## src/rtl/nib_adc_pkg.sv

```systemverilog
package nib_adc_pkg;

    localparam int DW      = 4;
    localparam int AW      = 16;
    localparam int EW      = 8;
    localparam int IW      = 13;
    localparam int TAG_W   = IW - 2 - DW;
    localparam logic [TAG_W-1:0] OP_TAG = 7'b1100110;
    localparam logic [AW-EW-1:0] PAGE_LO = '0;
    localparam logic [AW-EW-1:0] PAGE_HI = '1;

    typedef struct packed {
        logic          valid;
        logic          use_y;
        logic          post_inc;
        logic [DW-1:0] imm;
    } op_t;

    typedef struct packed {
        logic e;
        logic i;
        logic c;
        logic z;
    } flags_t;

    typedef enum logic {ST_IDLE, ST_EXEC} state_t;

    function automatic op_t decode_op(input logic [IW-1:0] w);
        op_t o;
        o.valid    = (w[IW-1 -: TAG_W] == OP_TAG);
        o.use_y    = w[DW+1];
        o.post_inc = w[DW];
        o.imm      = w[DW-1:0];
        return o;
    endfunction

endpackage

```

## src/rtl/nib_adc_decode.sv

```systemverilog
module nib_adc_decode
    import nib_adc_pkg::*;
(
    input  logic [IW-1:0] instr,
    output op_t           op
);
    always_comb op = decode_op(instr);
endmodule

```

## src/rtl/nib_adc_agen.sv

```systemverilog
module nib_adc_agen
    import nib_adc_pkg::*;
(
    input  op_t           op,
    input  logic [AW-1:0] idx_x,
    input  logic [AW-1:0] idx_y,
    input  logic          ext_pend,
    input  logic [EW-1:0] ext_val,
    output logic [AW-1:0] eff_addr,
    output logic [AW-1:0] idx_sel
);
    logic          use_ext;
    logic [AW-1:0] ext_addr;

    always_comb begin
        idx_sel  = op.use_y ? idx_y : idx_x;
        use_ext  = ext_pend && !op.post_inc;
        ext_addr = {(op.use_y ? PAGE_HI : PAGE_LO), ext_val};
        eff_addr = use_ext ? ext_addr : idx_sel;
    end
endmodule

```

## src/rtl/nib_adc_alu.sv

```systemverilog
module nib_adc_alu
    import nib_adc_pkg::*;
(
    input  logic [DW-1:0] a,
    input  logic [DW-1:0] b,
    input  logic          cin,
    output logic [DW-1:0] res,
    output logic          cout,
    output logic          zero
);
    logic [DW:0] sum;

    always_comb begin
        sum  = {1'b0, a} + {1'b0, b} + {{DW{1'b0}}, cin};
        res  = sum[DW-1:0];
        cout = sum[DW];
        zero = (sum[DW-1:0] == '0);
    end
endmodule

```

## src/rtl/nib_adc_exec.sv

```systemverilog
module nib_adc_exec
    import nib_adc_pkg::*;
(
    input  logic          clk,
    input  logic          rst,
    input  logic          start,
    input  logic [12:0]   instr,
    input  logic [15:0]   idx_x,
    input  logic [15:0]   idx_y,
    input  logic          ext_pend,
    input  logic [7:0]    ext_val,
    input  logic [3:0]    mem_rdata,
    input  logic          flag_e_in,
    input  logic          flag_i_in,
    input  logic          flag_c_in,
    input  logic          flag_z_in,
    output logic [15:0]   mem_addr,
    output logic          mem_rd,
    output logic          mem_wr,
    output logic [3:0]    mem_wdata,
    output logic          flag_e_out,
    output logic          flag_i_out,
    output logic          flag_c_out,
    output logic          flag_z_out,
    output logic          flag_we,
    output logic [15:0]   idx_x_out,
    output logic          idx_x_we,
    output logic [15:0]   idx_y_out,
    output logic          idx_y_we,
    output logic          done,
    output logic          busy
);
    state_t        state_q;
    op_t           dec_op, op_q;
    logic [AW-1:0] eff_addr, idx_sel, addr_q, idx_q, idx_next;
    logic          cin_q, iflag_q, launch, exec;
    logic [DW-1:0] alu_res;
    logic          alu_cout, alu_zero;
    flags_t        flags_new;

    nib_adc_decode u_dec (
        .instr (instr),
        .op    (dec_op)
    );

    nib_adc_agen u_agen (
        .op       (dec_op),
        .idx_x    (idx_x),
        .idx_y    (idx_y),
        .ext_pend (ext_pend),
        .ext_val  (ext_val),
        .eff_addr (eff_addr),
        .idx_sel  (idx_sel)
    );

    nib_adc_alu u_alu (
        .a    (mem_rdata),
        .b    (op_q.imm),
        .cin  (cin_q),
        .res  (alu_res),
        .cout (alu_cout),
        .zero (alu_zero)
    );

    assign exec   = (state_q == ST_EXEC);
    assign launch = start && (state_q == ST_IDLE) && dec_op.valid;

    always_ff @(posedge clk) begin
        if (rst) begin
            state_q <= ST_IDLE;
            op_q    <= '0;
            addr_q  <= '0;
            idx_q   <= '0;
            cin_q   <= 1'b0;
            iflag_q <= 1'b0;
        end else begin
            case (state_q)
                ST_IDLE: if (launch) begin
                    state_q <= ST_EXEC;
                    op_q    <= dec_op;
                    addr_q  <= eff_addr;
                    idx_q   <= idx_sel;
                    cin_q   <= flag_c_in;
                    iflag_q <= flag_i_in;
                end
                default: state_q <= ST_IDLE;
            endcase
        end
    end

    always_comb begin
        idx_next        = idx_q + 16'd1;
        flags_new.e     = 1'b0;
        flags_new.i     = iflag_q;
        flags_new.c     = alu_cout;
        flags_new.z     = alu_zero;
        mem_rd          = launch;
        mem_wr          = exec;
        mem_addr        = exec ? addr_q : eff_addr;
        mem_wdata       = alu_res;
        flag_we         = exec;
        flag_e_out      = exec ? flags_new.e : flag_e_in;
        flag_i_out      = exec ? flags_new.i : flag_i_in;
        flag_c_out      = exec ? flags_new.c : flag_c_in;
        flag_z_out      = exec ? flags_new.z : flag_z_in;
        idx_x_we        = exec && op_q.post_inc && !op_q.use_y;
        idx_y_we        = exec && op_q.post_inc && op_q.use_y;
        idx_x_out       = idx_x_we ? idx_next : idx_x;
        idx_y_out       = idx_y_we ? idx_next : idx_y;
        done            = exec;
        busy            = exec;
    end

    AST_WR_AFTER_RD: assert property (@(posedge clk) disable iff (rst)
        mem_rd |=> mem_wr);
    AST_WR_SAME_ADDR: assert property (@(posedge clk) disable iff (rst)
        mem_rd |=> (mem_addr == $past(mem_addr)));
    AST_DONE_PULSE: assert property (@(posedge clk) disable iff (rst)
        done |=> !done);
    AST_RD_WR_EXCL: assert property (@(posedge clk) disable iff (rst)
        !(mem_rd && mem_wr));
    AST_E_CLEARED: assert property (@(posedge clk) disable iff (rst)
        flag_we |-> !flag_e_out);
    AST_I_KEPT: assert property (@(posedge clk) disable iff (rst)
        mem_rd |=> (flag_i_out == $past(flag_i_in)));
    AST_IDX_ONE: assert property (@(posedge clk) disable iff (rst)
        $onehot0({idx_x_we, idx_y_we}));
    AST_IDX_ON_DONE: assert property (@(posedge clk) disable iff (rst)
        (idx_x_we || idx_y_we) |-> done);
    AST_BAD_OP_IDLE: assert property (@(posedge clk) disable iff (rst)
        (start && !busy && !mem_rd) |=> !busy);
    AST_EXT_PAGE_X: assert property (@(posedge clk) disable iff (rst)
        (mem_rd && ext_pend && !instr[5] && !instr[4]) |-> (mem_addr[15:8] == 8'h00));
    AST_EXT_PAGE_Y: assert property (@(posedge clk) disable iff (rst)
        (mem_rd && ext_pend && instr[5] && !instr[4]) |-> (mem_addr[15:8] == 8'hFF));
    AST_INC_NO_EXT: assert property (@(posedge clk) disable iff (rst)
        (mem_rd && instr[4]) |-> (mem_addr == (instr[5] ? idx_y : idx_x)));
endmodule

```

## config.mk

```make
export PLATFORM = sky130hd
export DESIGN_NAME = nib_adc_exec
export DESIGN_NICKNAME = d
export VERILOG_FILES = /design/src/rtl/nib_adc_pkg.sv /design/src/rtl/nib_adc_decode.sv /design/src/rtl/nib_adc_agen.sv /design/src/rtl/nib_adc_alu.sv /design/src/rtl/nib_adc_exec.sv
export SDC_FILE = /design/constraint.sdc
export NUM_CORES = 1
export LEC_CHECK = 0
export CAP_MARGIN = 20
export CORE_UTILIZATION = 30
export DETAILED_ROUTE_END_ITERATION = 8
export DONT_BUFFER_PORTS = 1
export PLACE_DENSITY = 0.41
export SLEW_MARGIN = 20
export SYNTH_ARGS = -nofsm -noshare
export SYNTH_HDL_FRONTEND = slang
export SYNTH_SLANG_ARGS = --single-unit
```

## constraint.sdc

```tcl
create_clock -name clk -period 1.8 [get_ports clk]
set_input_delay 0.18 -clock clk [delete_from_list [all_inputs] [get_ports clk]]
set_output_delay 0.18 -clock clk [all_outputs]
set_load 0.02 [all_outputs]
```

Word level (Yosys, flattened, before mapping)
Index checks and enable logic that the tools add are counted.
{"block": "totals", "latchBits": 0, "ram_bits": 0, "ff_bits": 41, "romBits": 0, "n_memories": 0}
{"block": "op_classes", "shift": 0, "reduce_logical": 11, "multipliers": 0, "n_eq_ne": 1, "div_mod_pow": 0, "add_sub_neg": 3, "magnitude_cmp": 0, "bitwise": 1, "mux": 11}
{"operator": "2-to-1 mux 16 bit", "n": 5}
{"operator": "adder 16 x 1 -> 16 bit, second input constant", "n": 1}
{"operator": "2-to-1 mux 8 bit", "n": 1}
{"operator": "== test 7 bit, second input constant", "n": 1}
{"operator": "logical AND 1 bit", "n": 6}
{"operator": "adder 4 x 4 -> 5 bit", "n": 1}
{"operator": "adder 5 x 1 -> 5 bit", "n": 1}
{"operator": "2-to-1 mux 1 bit", "n": 5}
{"operator": "logical NOT 4 bit", "n": 1}
{"operator": "logical NOT 1 bit", "n": 2}
{"operator": "AND reduction 2 bit", "n": 1}
{"operator": "OR reduction 2 bit", "n": 1}
{"operator": "inverter 1 bit", "n": 1}

Depth between registers and ports, before layout
Gate-level depths: netlist (run 1).
{"block": "logic_depth", "ltp_word": 4, "mapped_depth": 8, "depth_no_buf": 8}

Cells and area by module
From an unflattened synthesis (run 1), not the netlist that was laid out.
{"block": "hier_totals", "cells_unflattened": 424, "hier_area_um2": 3045.4}
{"module": "nib_adc_exec", "instances": 1, "seq_area_each_um2": 820.8, "area_per_inst_um2": 2303.5, "cells_each": 323}
{"module": "nib_adc_agen", "instances": 1, "seq_area_each_um2": 0.0, "area_per_inst_um2": 506.7, "cells_each": 72}
{"module": "nib_adc_alu", "instances": 1, "seq_area_each_um2": 0.0, "area_per_inst_um2": 170.2, "cells_each": 21}
{"module": "nib_adc_decode", "instances": 1, "seq_area_each_um2": 0.0, "area_per_inst_um2": 65.1, "cells_each": 8}

Least setup slack after synthesis (run 1)
OpenSTA, ideal clock, no wires.
{"block": "synth_path", "path_type": "reg-to-output", "startpoint": "register op_q[0] (netlist name)", "endpoint": "output flag_z_out", "arrival_ns": 2.064, "stages_incl_launch_ff": 9, "required_time_ns": 1.620, "path_slack_ns": -0.444, "cell_sequence": "dfxtp_1 > inv_1 > fa_1 > inv_1 > fa_1 > xor2_1 > nor3_1 > and3b_1 > a211o_1"}
{"block": "synth_via", "elab_chain_len": 4}
{"element": "from (decl)", "line_no": "nib_adc_exec.sv:34", "rtl": "op_t dec_op, op_q;"}
{"element": "from (signal assigned)", "line_no": "nib_adc_exec.sv:80", "rtl": "op_q <= dec_op;"}
{"element": "adder 4 x 4 -> 5 bit", "line_no": "nib_adc_alu.sv:14", "rtl": "sum = {1'b0, a} + {1'b0, b} + {{DW{1'b0}}, cin};"}
{"element": "adder 5 x 1 -> 5 bit", "line_no": "nib_adc_alu.sv:14"}
{"element": "via mem_wdata[2]", "line_no": "nib_adc_exec.sv:20", "rtl": "output logic [3:0] mem_wdata,"}
{"element": "logical NOT 4 bit", "line_no": "nib_adc_alu.sv:17", "rtl": "zero = (sum[DW-1:0] == '0);"}
{"element": "2-to-1 mux 1 bit", "line_no": "nib_adc_exec.sv:105", "rtl": "flag_z_out = exec ? flags_new.z : flag_z_in;"}
{"element": "to (decl)", "line_no": "nib_adc_exec.sv:24", "rtl": "output logic flag_z_out,"}
The timed path passes the listed nets, and every way through them passes these cells.

Worst setup path after layout (run 1)
{"block": "layout_path", "startpoint": "register cin_q", "endpoint": "output flag_z_out"}
{"block": "layout_via", "elab_chain_len": 3}
{"element": "from (decl)", "line_no": "nib_adc_exec.sv:36", "rtl": "logic cin_q, iflag_q, launch, exec;"}
{"element": "from (signal assigned)", "line_no": "nib_adc_exec.sv:83", "rtl": "cin_q <= flag_c_in;"}
{"element": "adder 5 x 1 -> 5 bit", "line_no": "nib_adc_alu.sv:14"}
{"element": "logical NOT 4 bit", "line_no": "nib_adc_alu.sv:17"}
{"element": "2-to-1 mux 1 bit", "line_no": "nib_adc_exec.sv:105"}
Every way passes these cells.

==> out/results.md, run 1 <==
| Step | Item | Value |
|---|---|---|
| sta | Worst rel slew slack | 0.718 |
| clocking | Num CTS Buffers | 5 |
| clocking | Clock-pin slew on the worst setup and hold paths | 0.07 ns |
| placement | Area of placed instances | 0.00346 mm² |
| sta | Clock skew | 0.00491 ns |
| layout | Fin nets | 543 |
| detailed routing | Via count | 3144 |
| sta | Setup Viol. Count Final | 15 |
| clocking | Clock tree from TritonCTS | yes |
| worst setup path | Endpoint kind of the worst setup timing path | output port |
| outcome | Failing checks | setup timing |
| pwr | Proportion of power drawn by the clock network | 0.305 |
| detailed routing | Iter 0 DRT Violations | 92 |
| sta | Peak clock frequency supported by timing | 435 MHz |
| detailed routing | 1st-pass router iterations | 4 |
| pwr | Proportion of total power due to net switching | 0.300 |
| yosys | Mapped cell area | 0.00292 mm² |
| clocking | H-tree lvl count | 2 |
| pwr | Overall power consumption | 0.00196 W |
| clocking | Worst-case clock buffer depth | 2 |
| floorplan | Overall die area | 0.0101 mm² |
| pwr | Internal Dissipation | 0.00137 W |
| yosys | Syn avg cell area | 7.20 µm² |
| grt | Number of global-route vias before repair | 2973 |
| placement | Worst slack after detailed placement | -0.257 ns |
| pwr | Pwr Density | 426 mW/mm² |
| outcome | Status | finished, violations left |
| worst setup path | Worst path slowest cell | sky130_fd_sc_hd__fa_2 |
| worst setup path | Data required time of the worst path | 1.62 ns |
| sta | Final critical-path required period | 2.30 ns |
| pwr | Worst vdd rail ir drop | 0.000254 V |
| layout | Post-layout instance area | 0.00460 mm² |
| worst setup path | Slowest stage delay, CP | 0.37 ns |
| run | Max-cap check violation count | 0 |
| layout | Fillers | 945 |
| detailed routing | Average via count per standard cell | 5.22 |
| detailed routing | Routed Wire Length | 10.8 mm |
| floorplan | Die width | 101 µm |
| layout | Proportion of layout cells with a drive suffix above 1 | 0.406 |
| detailed routing | Remaining antenna violation count after routing | 0 |
| yosys | Area fraction of the dominant cell type after synthesis | 0.281 |
| grt | Met3 track utilization from global routing | 0.0416 |
| sta | Transition at the pin with the smallest max-transition slack | 0.411 ns |
| pwr | Part of the total power dissipated in combinational logic | 0.233 |
| grt | Largest net degree at the start of global routing | 42 |
| pwr | Leakage power of the design | 1.85 nW |
| detailed routing | Wirelength per Cell | 17.9 µm |
| grt | Wire length of the first global-routing pass | 15.8 mm |
| yosys | Cell types occupying the most area after synthesis | sky130_fd_sc_hd__dfxtp_1 (28%), sky130_fd_sc_hd__nand2_1 (11%), sky130_fd_sc_hd__o21ai_0 (7.9%) |
| worst setup path | Data arrival time at the worst-slack endpoint | 2.12 ns |
| detailed routing | DRC errors left | 0 |
| floorplan | I/O pin count | 128 |
| sta | Final hold violation count | 0 |
| clocking | Clock sink total | 41 |
| grt | Met1 capacity usage during global routing | 0.265 |
| sta | Worst Slack Setup Final | -0.497 ns |
| sta | Period Utilization, post-route | 1.28 |
| sta | Post-Route Setup TNS | -1.26 ns |
| yosys | Fraction of the yosys area taken by sequential cells | 0.281 |
| worst setup path | Setup crit start kind | register |
| layout | Most frequent standard cell in the layout excluding fill and tap cells | sky130_fd_sc_hd__nand2_1 |
| pwr | Sequential power share | 0.462 |
| yosys | Synth warn | 0 |
| yosys | Most area-hungry cell type in the Yosys netlist | sky130_fd_sc_hd__dfxtp_1 |
| sta | RSZ-0062 raised after global routing | true |
| yosys | Count of state elements after synthesis | 41 |
| worst setup path | Crit-path max FO | 2 |
| floorplan | Cell Rows | 35 |
| yosys | Synthesized net count | 476 |
| clocking | Skew-Pair Late Insertion Delay | 0.29 ns |
| placement | Final HPWL DP | 6.52 mm |
| floorplan | Placeable core area | 0.00933 mm² |
| worst hold path | Hold crit path type | in -> reg |
| yosys | Post-synthesis cell count | 405 |
| floorplan | Die extent in y | 101 µm |
| layout | Layout overhead on the synthesized area | 57.8% |
| pwr | Net Sw Power | 0.000588 W |
| layout | Diode count | 0 |
| worst setup path | Worst Setup Path Type | reg -> out |
| layout | Top library cells by usage in the layout, fill and taps aside | sky130_fd_sc_hd__nand2_1 (71), sky130_fd_sc_hd__buf_4 (55), sky130_fd_sc_hd__a21oi_1 (29) |
| grt | Busiest grt layer | met2 |
| placement | PortBufs | 0 |
| grt | Antenna violations before repair | 0 |
| sta | Pins over their slew limit | 0 |
| grt | Leftover overflow at the end of global routing | 0 |
| grt | Tot GR Track Use | 0.203 |
| worst setup path | Cells along the critical path | inv_2, fa_2, inv_2, fa_2, xor2_4, nor3_4, and3b_1, a211o_1 |
| yosys | Synth unique cells | 39 |
| floorplan | Initial core utilization | 0.313 |
| clocking | Clock root cell | sky130_fd_sc_hd__clkbuf_8 |
| placement | Routability cong. | 0.774 |
| grt | Met2 GRT Util | 0.352 |
| layout | Post-layout util | 0.493 |
-- area by class of cell --
| class | instances | area, µm² | area share |
|---|---|---|---|
| Clock buffer | 8 | 80.1 | 0.0174 |
| Tap cell | 129 | 161 | 0.0351 |
| Multi-Input combinational cell | 317 | 2300 | 0.499 |
| Timing Repair Buffer | 97 | 1170 | 0.254 |
| Sequential cell | 41 | 853 | 0.185 |
| Inverter | 10 | 42.5 | 0.00924 |
-- what timing repair did --
| action | 4_1_cts | 5_1_grt |
|---|---|---|
| endpoints found under the setup margin | 38 | 76 |
| buffers inserted | 11 | 8 |
| hold endpoints to repair | 41 | 0 |
| hold buffers | 1 | 0 |
| cloned | 10 | 2 |
| pin swaps | 25 | 36 |
| resized for setup | 80 | 88 |
-- kinds of logic (layout without fill, tap and decap cells) --
kind of cell | count (synthesis) | count (layout) | synth area share
flops | 41 | 41 | 0.281
xor+xnor | 16 | 16 | 0.0480
buf+inv | 47 | 115 | 0.0810
fa+ha+maj | 6 | 6 | 0.0309
simple gates | 145 | 145 | 0.212
mux | 18 | 18 | 0.0626
compound gates | 132 | 132 | 0.284
-- Yosys cell counts --
library cell,n
sky130_fd_sc_hd__a21oi_1,33
sky130_fd_sc_hd__buf_1,2
sky130_fd_sc_hd__mux2_2,2
sky130_fd_sc_hd__or3_1,1
sky130_fd_sc_hd__clkbuf_1,24
sky130_fd_sc_hd__buf_6,4
sky130_fd_sc_hd__mux2i_1,16
sky130_fd_sc_hd__nand3b_1,1
sky130_fd_sc_hd__xor2_1,3
sky130_fd_sc_hd__o21ai_0,46
sky130_fd_sc_hd__clkinv_2,1
sky130_fd_sc_hd__nand2_1,84
sky130_fd_sc_hd__o211ai_1,8
sky130_fd_sc_hd__inv_1,9
sky130_fd_sc_hd__nand4b_1,1
sky130_fd_sc_hd__buf_4,4
sky130_fd_sc_hd__o2111a_1,1
sky130_fd_sc_hd__ha_1,4
sky130_fd_sc_hd__buf_8,1
sky130_fd_sc_hd__xnor2_1,13
sky130_fd_sc_hd__a211oi_2,4
sky130_fd_sc_hd__nor3_1,5
sky130_fd_sc_hd__nand2b_1,2
sky130_fd_sc_hd__a21o_1,9
sky130_fd_sc_hd__nor4_1,5
sky130_fd_sc_hd__and3b_1,1
sky130_fd_sc_hd__nand4_1,3
sky130_fd_sc_hd__o21a_1,1
sky130_fd_sc_hd__nand2_2,1
sky130_fd_sc_hd__a21oi_2,1
sky130_fd_sc_hd__a211oi_1,20
sky130_fd_sc_hd__or3b_1,1
sky130_fd_sc_hd__a211o_1,9
sky130_fd_sc_hd__nor2b_1,4
sky130_fd_sc_hd__buf_2,2
sky130_fd_sc_hd__nor2_1,29
sky130_fd_sc_hd__fa_1,2
sky130_fd_sc_hd__dfxtp_1,41
sky130_fd_sc_hd__nand3_1,7
-- state kept, by name, summed over array words and instances, names as in the netlist --
name	flops
busy	1
cin_q	1
idx_q	16
iflag_q	1
addr_q	16
op_q	6
-- through the flow --
step / instances / hold slack, ns
3_5_place_dp: 562 / 0.253
6_report: 602 / 0.0196
4_1_cts: 592 / 0.00865
3_3_place_gp: 562 / 0.251
5_1_grt: 602 / 0.00540
2_1_floorplan: 405 / 0.308
-- worst paths after layout --
path / start / slack [ns] / depth (start not counted) / endpoint
min reg2reg: iflag_q$_SDFFE_PP0P_ / 0.46 / 2 / iflag_q$_SDFFE_PP0P_
min: flag_i_in / 0.02 / 2 / iflag_q$_SDFFE_PP0P_
max: cin_q$_SDFFE_PP0P_ / -0.50 / 8 / flag_z_out
max reg2reg: busy$_SDFF_PP0_ / 0.05 / 6 / addr_q[10]$_SDFFE_PP0P_
-- routing by layer --
layer	vias to the layer above	routed length [µm]	share of wire
li1	1556	-	-
met1	1502	4840	0.45
met2	81	5280	0.49
met3	5	606	0.056
met4	0	40	0.0037
met5	-	0	0
-- power by group through the flow --
stage | clock network, W | registers (W) | logic (W)
after floorplan | 0 | 0.000932 | 0.000293
after global placement | 0 | 0.000932 | 0.000393
after detailed placement | 0 | 0.000932 | 0.000395
after CTS | 0.000623 | 0.000907 | 0.000432
after global routing | 0.000653 | 0.000906 | 0.000491
final | 0.000598 | 0.000906 | 0.000457
-- worst max-delay path: cells and delay by family (launching register included) --
kind            cells  cell delay, ns
xor+xnor            1            0.20
fa+ha+maj           2            0.62
flops               1            0.34
buf+inv             2            0.11
compound gates      1            0.34
simple gates        2            0.23
No activity file was read; power rests on OpenSTA's default activity.
==> inputs of run 2 (changes only) <==
PLACE_DENSITY = 0.4   (was 0.41)
SLEW_MARGIN = not set   (was 20)
clock period = 2.2 ns   (was 1.8 ns; I/O delays follow)
==> out/results.md, run 2 (synthesized netlist as in run 1, its figures left out) <==
| Step | Item | Value | Change |
|---|---|---|---|
| clocking | Clock sink total | 41 | unchanged |
| clocking | H-tree lvl count | 2 | unchanged |
| placement | Routability cong. | 0.761 | was 0.774 |
| floorplan | Cell Rows | 35 | unchanged |
| sta | Clock skew | 0.0114 ns | was 0.00491 ns |
| sta | Final hold violation count | 0 | unchanged |
| worst setup path | Number of cell instances on the worst register-to-register path | 6 | unchanged |
| sta | Final critical-path required period | 2.33 ns |  |
| layout | FF+latch area | 826 µm² | was 853 µm² |
| layout | Multi-input logic area | 0.00191 mm² | was 0.00230 mm² |
| sta | Period Utilization, post-route | 1.06 |  |
| sta | RSZ-0062 raised after global routing | true | unchanged |
| detailed routing | Via count | 2909 | was 3144 |
| floorplan | Overall die area | 0.0101 mm² | unchanged |
| worst setup path | Worst path top cell family by delay | adder cells | unchanged |
| worst setup path | Worst path slowest cell | sky130_fd_sc_hd__fa_2 | unchanged |
| sta | Worst Slack Setup Final | -0.129 ns | was -0.497 ns |
| pwr | Leakage power of the design | 1.36 nW | was 1.85 nW |
| worst setup path | Worst R2R End | idx_q[11]$_SDFFE_PP0P_ | was addr_q[10]$_SDFFE_PP0P_ |
| pwr | Pwr Density | 475 mW/mm² | was 426 mW/mm² |
| floorplan | Placeable core area | 0.00933 mm² | unchanged |
| detailed routing | Iter 0 DRT Violations | 83 | was 92 |
| detailed routing | Post-Route M1 WL | 4.00 mm | was 4.84 mm |
| clocking | Worst-case clock buffer depth | 2 | unchanged |
| layout | Most frequent standard cell in the layout excluding fill and tap cells | sky130_fd_sc_hd__nand2_1 | unchanged |
| run | Max-cap check violation count | 0 | unchanged |
| detailed routing | Average via count per standard cell | 5.16 | was 5.22 |
| grt | Number of global-route vias before repair | 2675 | was 2973 |
| sta | Peak clock frequency supported by timing | 429 MHz |  |
| sta | Transition at the pin with the smallest max-transition slack | 0.599 ns | was 0.411 ns |
| layout | Proportion of layout cells with a drive suffix above 1 | 0.205 | was 0.406 |
| floorplan | Die extent in y | 101 µm | unchanged |
| layout | Post-Layout Cell Count | 564 | was 602 |
| worst setup path | Data arrival time at the worst-slack endpoint | 2.11 ns | was 2.12 ns |
| layout | Layout overhead on the synthesized area | 20.5% | was 57.8% |
| worst hold path | Hold crit path type | in -> reg | unchanged |
| clocking | Clock root cell | sky130_fd_sc_hd__clkbuf_8 | unchanged |
| pwr | Internal Dissipation | 0.00120 W | was 0.00137 W |
| sta | Worst rel slew slack | 0.600 | was 0.718 |
| placement | PortBufs | 0 | unchanged |
| sta | Hold slack final | 0.0520 ns | was 0.0196 ns |
| outcome | Status | finished, violations left | unchanged |
| detailed routing | Met3 WL post-DR | 606 µm | unchanged |
| pwr | Sequential power share | 0.446 | was 0.462 |
| grt | Tot GR Track Use | 0.178 | was 0.203 |
| layout | Largest regs | addr_q x16, idx_q x16, op_q x6 | unchanged |
| placement | Placed Cells incl. Taps | 552 | was 562 |
| layout | Fin nets | 506 | was 543 |
| worst setup path | Reg-to-reg critical path startpoint | busy$_SDFF_PP0_ | unchanged |
| grt | Leftover overflow at the end of global routing | 0 | unchanged |
| detailed routing | Top routing layer used | met4 | unchanged |
| floorplan | Initial core utilization | 0.313 | unchanged |
| detailed routing | Routed Wire Length | 9.05 mm | was 10.8 mm |
| pwr | Part of the total power dissipated in combinational logic | 0.199 | was 0.233 |
| pwr | Overall power consumption | 0.00167 W | was 0.00196 W |
| layout | Fillers | 1015 | was 945 |
| detailed routing | DRC errors left | 0 | unchanged |
| pwr | Net Sw Power | 0.000469 W | was 0.000588 W |
| layout | Post-layout instance area | 0.00352 mm² | was 0.00460 mm² |
| grt | Wire length of the first global-routing pass | 13.8 mm | was 15.8 mm |
| floorplan | I/O pin count | 128 | unchanged |
| worst hold path | Hold Path Cell Cnt | 2 | unchanged |
| worst setup path | Endpoint kind of the worst setup timing path | output port | unchanged |
| detailed routing | Length of routed met2 wiring | 4.38 mm | was 5.28 mm |
| worst setup path | Slowest stage delay, CP | 0.45 ns | was 0.37 ns |
| worst setup path | Setup crit start kind | register | unchanged |
| pwr | Proportion of total power due to net switching | 0.280 | was 0.300 |
| placement | Area of placed instances | 0.00332 mm² | was 0.00346 mm² |
| outcome | Failing checks | setup timing | unchanged |
| floorplan | Die width | 101 µm | unchanged |
| worst setup path | Count of buffering cells on the critical path with inverters included | 2 | unchanged |
| worst setup path | Data required time of the worst path | 1.98 ns | was 1.62 ns |
| pwr | Worst vdd rail ir drop | 0.000216 V | was 0.000254 V |
| worst hold path | Hold Startpoint | instr[3] | was flag_i_in |
| worst hold path | Hold Path End | op_q[3]$_SDFFE_PP0P_ | was iflag_q$_SDFFE_PP0P_ |
| grt | Largest net degree at the start of global routing | 42 | unchanged |
| grt | Antenna violations before repair | 0 | unchanged |
| layout | Top library cells by usage in the layout, fill and taps aside | sky130_fd_sc_hd__nand2_1 (83), sky130_fd_sc_hd__buf_4 (57), sky130_fd_sc_hd__o21ai_0 (46) | was sky130_fd_sc_hd__nand2_1 (71), sky130_fd_sc_hd__buf_4 (55), sky130_fd_sc_hd__a21oi_1 (29) |
| pwr | Proportion of power drawn by the clock network | 0.355 | was 0.305 |
| worst setup path | Crit-path max FO | 2 | unchanged |
| worst setup path | Worst R2R Setup Slack | 0.35 ns | was 0.05 ns |
| layout | Post-layout util | 0.377 | was 0.493 |
| clocking | Num CTS Buffers | 5 | unchanged |
| sta | Pins over their slew limit | 0 | unchanged |
| detailed routing | 1st-pass router iterations | 4 | unchanged |
| detailed routing | Remaining antenna violation count after routing | 0 | unchanged |
| placement | Final HPWL DP | 6.38 mm | was 6.52 mm |
| clocking | Clock tree from TritonCTS | yes | unchanged |
| sta | Setup Viol. Count Final | 1 | was 15 |
| worst setup path | Cells along the critical path | inv_2, fa_2, inv_2, fa_2, nor3_4, and3b_1, a211o_1 | was inv_2, fa_2, inv_2, fa_2, xor2_4, nor3_4, and3b_1, a211o_1 |
| clocking | Clock-pin slew on the worst setup and hold paths | 0.09 ns | was 0.07 ns |
| clocking | Skew-Pair Late Insertion Delay | 0.29 ns | about the same |
| worst setup path | Worst Setup Path Type | reg -> out | unchanged |
| detailed routing | Wirelength per Cell | 16.0 µm | was 17.9 µm |
| layout | Diode count | 0 | unchanged |
[run 2: cell types whose count changed in the layout (fill, tap and decap cells not counted), moves of 8 or more]
cell                      change
sky130_fd_sc_hd__o21ai_0     +30
sky130_fd_sc_hd__o21ai_1     -22
sky130_fd_sc_hd__buf_6       -19
sky130_fd_sc_hd__dfxtp_1     +14
sky130_fd_sc_hd__nand2_1     +12
sky130_fd_sc_hd__dfxtp_2     -10
sky130_fd_sc_hd__xnor2_1      +8
sky130_fd_sc_hd__xnor2_2      -8
[run 2: final cells by class]
class	instances	area share
clock inverters	2	0.00996
flip-flops and latches	41	0.235
clock buffers	5	0.0196
multi-input cells	317	0.543
repair buffers	60	0.136
inverters	10	0.0110
well taps	129	0.0459
[run 2: power groups by stage]
stage	combinational [W]	clock, W	sequential [W]
final	0.000333	0.000594	0.000746
after CTS	0.000335	0.000620	0.000746
after global placement	0.000309	0	0.000763
after detailed placement	0.000310	0	0.000763
after floorplan	0.000236	0	0.000763
after global routing	0.000362	0.000645	0.000746
[run 2: layer usage]
metal | GRT usage | vias to the layer above
met3 | 0.0319 | 7
met5 | 0 | -
met1 | 0.236 | 1341
met2 | 0.304 | 95
met4 | 0.0334 | 0
li1 | - | 1466
[run 2: timing repair]
action                     4_1_cts  5_1_grt
hold endpoints to repair        40        0
buffers inserted                 1        2
gates resized for setup          8        6
hold buffers                     2        0
pin swaps                        4        5
setup endpoints to repair       11       12
[run 2: stage by stage]
stage	setup TNS [ns]	setup slack, ns
CTS	-0.200	-0.200
finish	-0.129	-0.129
detailed placement	-0.0390	-0.0390
global route	-0.222	-0.222
floorplan	0	0.0204
global placement	0	0.0298
[run 2: worst max path at each step]
stage / start / endpoint / slack (ns) / depth (start not counted)
floorplan: op_q[0]$_SDFFE_PP0P_ / flag_z_out / 0.02 / 7
global placement: op_q[0]$_SDFFE_PP0P_ / flag_z_out / 0.03 / 7
detailed placement: op_q[0]$_SDFFE_PP0P_ / flag_z_out / -0.04 / 7
CTS: cin_q$_SDFFE_PP0P_ / flag_z_out / -0.20 / 7
global route: cin_q$_SDFFE_PP0P_ / flag_z_out / -0.22 / 8
finish: cin_q$_SDFFE_PP0P_ / flag_z_out / -0.13 / 7
